## src/rtl/hsw_pkg.sv

```systemverilog
// Shared types for the hotswap pass-switch controller.
// Assumes the two-bit mode code is consumed directly by the analog driver.
package hsw_pkg;

    typedef enum logic [1:0] {
        SW_OPEN   = 2'b00,
        SW_CHARGE = 2'b01,
        SW_FULL   = 2'b10,
        SW_FAULT  = 2'b11
    } sw_mode_e;

endpackage

```

## src/rtl/hsw_dwell_timer.sv

```systemverilog
// Saturating millisecond dwell counter.
// Counts tick pulses while enabled, clears to zero while disabled, and stops
// at LIMIT. Assumes tick is a single-cycle pulse in the clk domain.
module hsw_dwell_timer #(
    parameter int LIMIT = 96
) (
    input  logic clk,
    input  logic rst_n,
    input  logic en_i,
    input  logic tick_i,
    output logic done_o
);
    localparam int CW = $clog2(LIMIT + 1);
    localparam logic [CW-1:0] LIM = CW'(LIMIT);

    logic [CW-1:0] cnt_q;

    // Count ticks while enabled, hold at the limit, clear when disabled.
    always_ff @(posedge clk) begin
        if (!rst_n) begin
            cnt_q <= '0;
        end else if (!en_i) begin
            cnt_q <= '0;
        end else if (tick_i && (cnt_q < LIM)) begin
            cnt_q <= cnt_q + 1'b1;
        end
    end

    // Dwell satisfied once the count reaches the limit.
    always_comb done_o = (cnt_q >= LIM);

endmodule

```

## src/rtl/hsw_fsm.sv

```systemverilog
// Four-regime sequencing machine for the pass switch.
// Lockout has priority over every comparator flag. Assumes the comparator
// flags are already synchronous to clk.
module hsw_fsm
    import hsw_pkg::*;
(
    input  logic     clk,
    input  logic     rst_n,
    input  logic     uvlo_rel_i,
    input  logic     vsw_low_i,
    input  logic     vsw_high_i,
    input  logic     dwell_done_i,
    output sw_mode_e state_o
);
    sw_mode_e state_q, state_d;

    // Next-regime decision.
    always_comb begin
        state_d = state_q;
        if (!uvlo_rel_i) begin
            state_d = SW_OPEN;
        end else begin
            case (state_q)
                SW_OPEN:   state_d = SW_CHARGE;
                SW_CHARGE: if (vsw_low_i) state_d = SW_FULL;
                SW_FULL:   if (vsw_high_i) state_d = SW_FAULT;
                SW_FAULT:  if (vsw_low_i && dwell_done_i) state_d = SW_FULL;
                default:   state_d = SW_OPEN;
            endcase
        end
    end

    // Regime register.
    always_ff @(posedge clk) begin
        if (!rst_n) state_q <= SW_OPEN;
        else        state_q <= state_d;
    end

    always_comb state_o = state_q;

endmodule

```

## src/rtl/hsw_start_gen.sv

```systemverilog
// Converter soft-start pulse generator.
// Flags the first cycle of fully on that directly follows charge-limit.
// Assumes the regime input is a registered signal.
module hsw_start_gen
    import hsw_pkg::*;
(
    input  logic     clk,
    input  logic     rst_n,
    input  sw_mode_e state_i,
    output logic     start_o
);
    sw_mode_e prev_q;

    // Remember last cycle's regime.
    always_ff @(posedge clk) begin
        if (!rst_n) prev_q <= SW_OPEN;
        else        prev_q <= state_i;
    end

    // Pulse only on the charge-limit to fully-on step.
    always_comb start_o = (prev_q == SW_CHARGE) && (state_i == SW_FULL);

endmodule

```

## src/rtl/hsw_ctrl.sv

```systemverilog
// Hotswap pass-switch controller top.
// Ties the regime machine, the fault-limit dwell timer and the soft-start
// pulse generator together. Assumes all inputs are synchronous to clk.
module hsw_ctrl
    import hsw_pkg::*;
#(
    parameter int WAIT_MS = 96
) (
    input  logic       clk,
    input  logic       rst_n,
    input  logic       uvlo_rel_i,
    input  logic       vsw_low_i,
    input  logic       vsw_high_i,
    input  logic       ms_tick_i,
    output logic [1:0] mode_o,
    output logic       dcdc_start_o
);
    sw_mode_e state;
    logic     dwell_done;
    logic     in_fault;

    // Timer runs only during a fault-limit visit.
    always_comb in_fault = (state == SW_FAULT);

    hsw_dwell_timer #(.LIMIT(WAIT_MS)) u_dwell (
        .clk    (clk),
        .rst_n  (rst_n),
        .en_i   (in_fault),
        .tick_i (ms_tick_i),
        .done_o (dwell_done)
    );

    hsw_fsm u_fsm (
        .clk          (clk),
        .rst_n        (rst_n),
        .uvlo_rel_i   (uvlo_rel_i),
        .vsw_low_i    (vsw_low_i),
        .vsw_high_i   (vsw_high_i),
        .dwell_done_i (dwell_done),
        .state_o      (state)
    );

    hsw_start_gen u_start (
        .clk     (clk),
        .rst_n   (rst_n),
        .state_i (state),
        .start_o (dcdc_start_o)
    );

    // Drive the regime code straight to the analog driver.
    always_comb mode_o = state;

endmodule

```

## config.mk

```make
export PLATFORM = sky130hd
export DESIGN_NAME = hsw_ctrl
export DESIGN_NICKNAME = d
export VERILOG_FILES = /design/src/rtl/hsw_pkg.sv /design/src/rtl/hsw_dwell_timer.sv /design/src/rtl/hsw_fsm.sv /design/src/rtl/hsw_start_gen.sv /design/src/rtl/hsw_ctrl.sv
export SDC_FILE = /design/constraint.sdc
export NUM_CORES = 1
export LEC_CHECK = 0
export CORE_AREA = 5 5 42 44
export CTS_BUF_LIST = sky130_fd_sc_hd__clkbuf_4 sky130_fd_sc_hd__clkbuf_8
export CTS_CLUSTER_DIAMETER = 50
export DETAILED_ROUTE_END_ITERATION = 8
export DIE_AREA = 0 0 47 49
export DONT_BUFFER_PORTS = 1
export HOLD_SLACK_MARGIN = 0.1
export PLACE_DENSITY_LB_ADDON = 0.25
export SLEW_MARGIN = 5
export SYNTH_ARGS = -nofsm -noshare
export SYNTH_HDL_FRONTEND = slang
export SYNTH_SLANG_ARGS = --single-unit
export TNS_END_PERCENT = 10
```

## constraint.sdc

```tcl
create_clock -name clk -period 1.5 [get_ports clk]
set_input_delay 0.15 -clock clk [delete_from_list [all_inputs] [get_ports clk]]
set_output_delay 0.15 -clock clk [all_outputs]
set_load 0.02 [all_outputs]
```

## Word-level counts from Yosys, hierarchy flattened

Cells that the tools add are included.

- Register bits after elaboration: 11
- Input bits: 6
- Output and inout port bits: 3

- Add/subtract/negate cells: 1
- Order comparisons: 2
- Equal/unequal tests: 7
- Muxes and demuxes: 4
- Reduce and logical (&&, ||, !) cells: 7

Operators by type and width:

| cell | count |
|---|---|
| 2-bit case mux with 4 select lines | 1 |
| 7-bit by 1-bit adder with 7-bit output (second input constant) | 1 |
| 7-bit >= comparator (second input constant) | 1 |
| 7-bit less-than comparator (second input constant) | 1 |
| 2-bit 2-to-1 mux | 3 |
| 2-bit by 1-bit equality test with 1-bit output (second input constant) | 2 |
| 2-bit equality test (second input constant) | 2 |
| 2-bit inequality test (second input constant) | 2 |
| 2-bit AND reduction | 2 |
| 1-bit logical AND | 3 |
| 3-bit AND reduction | 1 |
| 2-bit zero test | 1 |
| 2-bit by 1-bit inequality test with 1-bit output (second input constant) | 1 |

## Longest topological paths before layout

Gate-level depths: netlist of the first run.

- Word-level depth: 4
- Mapped depth: 4

## Hierarchy

A second synthesis of the first run with hierarchy kept.

- Cell total of the unflattened synthesis: 51
- Area total of the unflattened synthesis: 467.9 um^2

Modules (own cells, without submodules):

| module | instances | cells each | area an instance (um^2) | sequential area each (um^2) |
|---|---|---|---|---|
| hsw_dwell_timer | 1 | 37 | 320.3 | 140.1 |
| hsw_fsm | 1 | 8 | 75.1 | 40.0 |
| hsw_start_gen | 1 | 5 | 66.3 | 40.0 |
| hsw_ctrl | 1 | 1 | 6.3 | 0.0 |

## Least setup slack after synthesis of the first run

Ideal clock, no wire load.

- Kind: flip-flop to output port
- From: register u_fsm.state_q[1] (netlist: u_fsm.state_o[1])
- To: output port dcdc_start_o
- Data arrival time: 1.188 ns
- Slack: 0.162 ns
- Stages on the path, launching flop included: 2
- Path buffers: 0
- Cell sequence: dfxtp_1 nor4bb_1

- Word-level cells in the longest chain between the ends: 2

Ends and longest elaborated chain:

| element | RTL line | source |
|---|---|---|
| start, declared | hsw_fsm.sv:15 | `sw_mode_e state_q, state_d;` |
| start signal, assigned | hsw_fsm.sv:36 | `else state_q <= state_d;` |
| 2-bit equality test | hsw_start_gen.sv:21 | `always_comb start_o = (prev_q == SW_CHARGE) && (state_i == SW_FULL);` |
| 1-bit logical AND | hsw_start_gen.sv:21 |  |
| end, declared | hsw_ctrl.sv:16 | `output logic dcdc_start_o` |

No other way between the ends.

## Worst setup path after layout of the first run

- From: register u_fsm.state_q[0] (netlist: u_fsm.state_o[0])
- To: register u_fsm.state_q[0] (netlist: u_fsm.state_o[0])

- Word-level cells in the longest chain between the ends: 3
- Elaborated cells on any way between the ends: 9

Ends and longest elaborated chain:

| element | RTL line | source |
|---|---|---|
| 2-bit equality test or 2-bit by 1-bit equality test with 1-bit output (tied branches) | hsw_fsm.sv:23 | `case (state_q)` |
| 2-bit by 1-bit inequality test with 1-bit output (no line) or 2-bit inequality test (tied branches) | -- |  |
| 3-bit AND reduction (no line) | -- |  |

Several ways; a longest one is shown, not always the timed one.
A chain may end at the register's enable or synchronous reset.

==> impl_metrics.tcl, run 1 <==
set metrics [dict create \
    status "complete, no violations" \
    nets 71 \
    cts_sinks 11 \
    synth_area_per_cell_um2 9.23 \
    crit_chain "buf_4, nor3b_2, a311oi_2, dlygate4sd3_1" \
    finalNonFillerCells 78 \
    worstReg2RegStart "u_fsm.state_o[0]$_SDFFE_PN0P_" \
    die_area_mm2 0.00230 \
    clk_pin_slew_ns 0.07 \
    hp-start "ms_tick_i" \
    die_y_um 49 \
    clock_latency_ns 0.26 \
    syn_inst 50 \
    min_period_over_period 0.951 \
    grt_pass1_vias 408 \
    diodes 0 \
    peakVddDrop_mv 0.430 \
    place_hpwl_um 657 \
    drive_above_1_share 0.161 \
    io_buffers 0 \
    rsz0062_at_grt "no" \
    cap_violations 0 \
    dr.first_iter.drc_count 4 \
    hold_path.class "in2reg" \
    endpoint_kind "flop" \
    postCtsSetupRepairBufs 0 \
    finalSetupViolCount 0 \
    track_usage 0.0961 \
    powerDensity_mw_per_mm2 925 \
    cp_max_fo 5 \
    drc 0 \
    yosysUniqueCellTypes 19 \
    tns_ns 0 \
    drv_slew 0 \
    worstSetupStartpoint "u_fsm.state_o[0]$_SDFFE_PN0P_" \
    worstMarginPinSlew_ns 0.257 \
    required_ns 1.66 \
    final_common_cell "dfxtp_1" \
    fillerInstances 140 \
    globalRoute.totalOverflow 0 \
    critPathLaunchType "flop" \
    gp_congestion 0.668 \
    viasPerCell 5.28 \
    grt_max_degree 9 \
    io_pins 9 \
    numPlacedInstances 69 \
    critical-path-slowest-cell "dlygate4sd3_1" \
    syn_area_um2 462 \
    slowest_delay_ns 0.56 \
    root_buffer "clkbuf_4" \
    cts_htree_levels 1 \
    fp.coreArea_mm2 0.00140 \
    criticalPathCategory "reg2reg" \
    fp.dieW_um 47 \
    antenna_found_initial 0 \
    drt_first_pass_iters 4 \
    area_delta_synth_final_pct 29.0 \
    ant_nets 0 \
    start_util 0.329 \
    layout_common_cells "dfxtp_1 (11), nand2_1 (5), a21oi_1 (5), dlygate4sd3_1 (5), clkbuf_4 (4)" \
    cts_tree "yes" \
    max_freq_ghz 0.701 \
    row_count 14 \
    yosysWarnings 0 \
    wirelength_um 1000 \
    ys_ff_latch 11 \
    arrival_ns 1.58 \
    hold_viol 0 \
    synth_fp_nets 58 \
    seq_area_frac_synth 0.477 \
    grt_pass1_wl_um 1610 \
    wire_per_inst_um 12.8 \
    clockBufferDepth 2 \
    leakage_nw 0.204 \
    vias 412 \
    skew_ns 0.000642 \
    relSlewSlack 0.826 \
    period_needed_ns 1.43 \
    cts_made_buffers 3 \
]
-- path summary, 6_finish.rpt --
check	slack, ns	endpoint	depth (start not counted)
worst max register to register	0.07	u_fsm.state_o[0]$_SDFFE_PN0P_	4
worst min-delay path	0.23	u_dwell.cnt_q[5]$_SDFFE_PN0P_	2
worst max-delay path	0.07	u_fsm.state_o[0]$_SDFFE_PN0P_	4
worst min register to register	0.49	u_dwell.cnt_q[4]$_SDFFE_PN0P_	2
-- kinds of logic (layout without fill, tap and decap cells) --
kind of cell / Yosys count / in the layout / synth area share
AOI/OAI and AO/OA: 13 / 13 / 0.184
xor gates and xnor gates: 1 / 1 / 0.0190
adders and majority gates: 2 / 2 / 0.0542
buffers and inverters: 3 / 15 / 0.0244
DFF: 11 / 11 / 0.477
and+or+nand+nor: 20 / 20 / 0.241
-- stage by stage --
step	setup slack [ns]	power (mW)	utilization	hold slack, ns	instance area [µm²]
2_1_floorplan	0.162	0.319	-	0.263	462
3_3_place_gp	0.319	0.325	0.360	0.269	504
3_5_place_dp	0.294	0.325	0.360	0.272	504
4_1_cts	0.0844	0.554	0.417	0.229	584
5_1_grt	0.0120	0.574	0.425	0.233	596
6_report	0.0730	0.551	0.425	0.227	596
-- registers in the layout (all words and copies together), names as in the netlist --
name and count:
u_dwell.cnt_q 7, u_fsm.state_o 2, u_start.prev_q 2
-- per-layer routing --
layer / vias to the layer above / GRT usage / wire length [µm] / part of all wire
met2: 8 / 0.152 / 495 / 0.50
met5: - / 0 / 0 / 0
met3: 5 / 0.0443 / 63 / 0.063
met1: 194 / 0.107 / 424 / 0.42
li1: 205 / - / - / -
met4: 0 / 0.0415 / 15 / 0.015
-- timing repair --
| item | in CTS | in global routing |
|---|---|---|
| hold endpoints to repair | 5 | 0 |
| hold buffers | 5 | 0 |
| gates resized for setup | 0 | 2 |
| endpoints found under the setup margin | 0 | 1 |
-- synth_stat cells --
master	n	share of area
dfxtp_1	11	0.48
a21oi_1	5	0.054
nand2_1	5	0.041
inv_1	3	0.024
nand3_1	3	0.033
nor2_1	3	0.024
o21ai_0	3	0.033
or3_1	3	0.041
a31oi_1	2	0.027
and2_1	2	0.027
ha_1	2	0.054
a211oi_1	1	0.016
a21bo_4	1	0.035
a311oi_1	1	0.019
and4_1	1	0.019
nor3b_1	1	0.016
nor4b_1	1	0.019
nor4bb_1	1	0.022
xnor2_1	1	0.019
-- critical path, delay by kind of cell, from the launching register on --
| kind | cells | cell delay, ns |
|---|---|---|
| buffers and inverters | 2 | 0.73 |
| flip-flops | 1 | 0.31 |
| AND/OR/NAND/NOR | 1 | 0.21 |
| AO/OA/AOI/OAI | 1 | 0.06 |
-- final cells by class --
type                       instances  area (µm²)  area share
tap                               16        20.0      0.0336
inverter                           3        11.3      0.0189
multi-input combinational         36         241       0.405
timing repair buffer               8        72.6       0.122
sequential                        11         220       0.370
clock buffer                       4        30.0      0.0504
-- where the power goes --
group,switching (mW),leakage [nW],internal [mW]
combinational,0.0156,0.0962,0.0194
clock,0.0975,0.0184,0.121
sequential,0.00195,0.0890,0.296
No activity file was read; power rests on OpenSTA's default activity.
==> run 2, diff against run 1 <==
PLACE_DENSITY_LB_ADDON = 0.1   (was 0.25)
clock period = 1.2 ns   (was 1.5 ns; I/O delays follow)
==> run 2 against run 1 <==
Net effect:
- via count up 7.0%
- largest power group unchanged
- setup slack worse by 0.060 ns
- cell area up 8.4%
==> impl_metrics.tcl, run 2 (same netlist as run 1, synthesis figures left out) <==
set metrics [dict create \
    status "complete, no violations" \
    dr.first_iter.drc_count 11 \
    hold_path.class "in2reg" \
    critPathLaunchType "flop" \
    viasPerCell 5.44 \
    cts_sinks 11 \
    min_period_over_period 0.989 \
    io_pins 9 \
    cap_violations 0 \
    grt_pass1_wl_um 1570 \
    fp.dieW_um 47 \
    layout_common_cells "buf_4 (7), dfxtp_1 (6), nand2_1 (5)" \
    drv_slew 0 \
    fillerInstances 140 \
    powerDensity_mw_per_mm2 1070 \
    fp.coreArea_mm2 0.00140 \
    criticalPathCategory "reg2out" \
    skew_ns 0.000430 \
    wire_per_inst_um 13.5 \
    period_needed_ns 1.19 \
    hold-worst-slack_ns 0.130 \
    finalSetupViolCount 0 \
    start_util 0.329 \
    clockBufferDepth 2 \
    root_buffer "clkbuf_4" \
    grt_pass1_vias 400 \
    drc 0 \
    hold_viol 0 \
    arrival_ns 1.07 \
    final_common_cell "buf_4" \
    wirelength_um 1090 \
    row_count 14 \
    tns_ns 0 \
    numPlacedInstances 72 \
    track_usage 0.0965 \
    dp_slack_ns 0.0245 \
    place_hpwl_um 754 \
    diodes 0 \
    worstMarginPinSlew_ns 0.261 \
    gp_congestion 0.808 \
    die_area_mm2 0.00230 \
    drt_first_pass_iters 4 \
    largest_register_ffs 7 \
    relSlewSlack 0.824 \
    cts_tree "yes" \
    leakage_nw 0.218 \
    die_y_um 49 \
    cts_htree_levels 1 \
    worstReg2RegStart "u_dwell.cnt_q[6]$_SDFFE_PN0P_" \
    cts_made_buffers 3 \
    max_freq_ghz 0.842 \
    globalRoute.totalOverflow 0 \
    regToRegEndpoint "u_dwell.cnt_q[3]$_SDFFE_PN0P_" \
    antenna_found_initial 0 \
    rsz0062_at_grt "yes" \
    worstSetupStartpoint "u_fsm.state_o[0]$_SDFFE_PN0P_" \
    endpoint_kind "output port" \
    worstRegToRegCells 3 \
    fin_area_um2 646 \
    drive_above_1_share 0.338 \
    clk_pin_slew_ns 0.07 \
    io_buffers 0 \
    finalNonFillerCells 81 \
    grt_max_degree 9 \
    vias 441 \
    crit_end "dcdc_start_o" \
    cp_max_fo 6 \
    nets 74 \
    clock_latency_ns 0.27 \
    required_ns 1.08 \
    area_delta_synth_final_pct 39.8 \
    peakVddDrop_mv 0.627 \
    fin_ws_ns 0.0129 \
    placedInstanceArea_um2 533 \
    r2r_slack_ns 0.04 \
    top_register "u_dwell.cnt_q" \
    ant_nets 0 \
]
## run 2: where the power goes
part	leakage, nW	internal, mW	switching (mW)
clock	0.0184	0.151	0.127
sequential	0.0917	0.369	0.00492
combinational	0.108	0.0214	0.0158
## run 2: worst min path at each step
| stage | startpoint | endpoint | slack, ns | depth (start not counted) |
|---|---|---|---|---|
| floorplan | vsw_low_i | u_fsm.state_o[0]$_SDFFE_PN0P_ | 0.23 | 1 |
| detailed placement | vsw_low_i | u_fsm.state_o[0]$_SDFFE_PN0P_ | 0.24 | 1 |
| global placement | vsw_low_i | u_fsm.state_o[0]$_SDFFE_PN0P_ | 0.24 | 1 |
| CTS | vsw_high_i | u_fsm.state_o[0]$_SDFFE_PN0P_ | 0.13 | 2 |
| global route | vsw_high_i | u_fsm.state_o[0]$_SDFFE_PN0P_ | 0.14 | 2 |
| finish | vsw_high_i | u_fsm.state_o[0]$_SDFFE_PN0P_ | 0.13 | 2 |
## run 2: layout make-up
type,instances,area (µm²),area share
clock buffers,4,30.0,0.0465
inverters,3,11.3,0.0174
flip-flops and latches,11,229,0.355
repair buffers,11,92.6,0.143
well taps,16,20.0,0.0310
multi-input cells,36,263,0.407
## run 2: what timing repair did
action / CTS / global route
hold buffers: 4 / 0
endpoints found under the setup margin: 1 / 4
resized for setup: 3 / 8
pin swaps: 1 / 3
endpoints found under the hold margin: 5 / 0
buffers inserted: 0 / 1
## run 2: metrics by stage
stage / utilization / total power, mW
after floorplan: - / 0.400
after global placement: 0.380 / 0.406
after detailed placement: 0.380 / 0.407
after CTS: 0.434 / 0.691
after global routing: 0.461 / 0.723
final: 0.461 / 0.689
## run 2: critical path: stages, from the launching register on
cell and delay, ns:
dfxtp_4 0.36, nor4bb_2 0.25, buf_4 0.18
## run 2: metal layers
layer,global-route usage,share of wire,vias to the layer above
met5,0,0,-
met4,0.0922,0.025,0
met3,0.0258,0.081,4
met2,0.147,0.48,15
met1,0.0991,0.41,210
li1,-,-,212
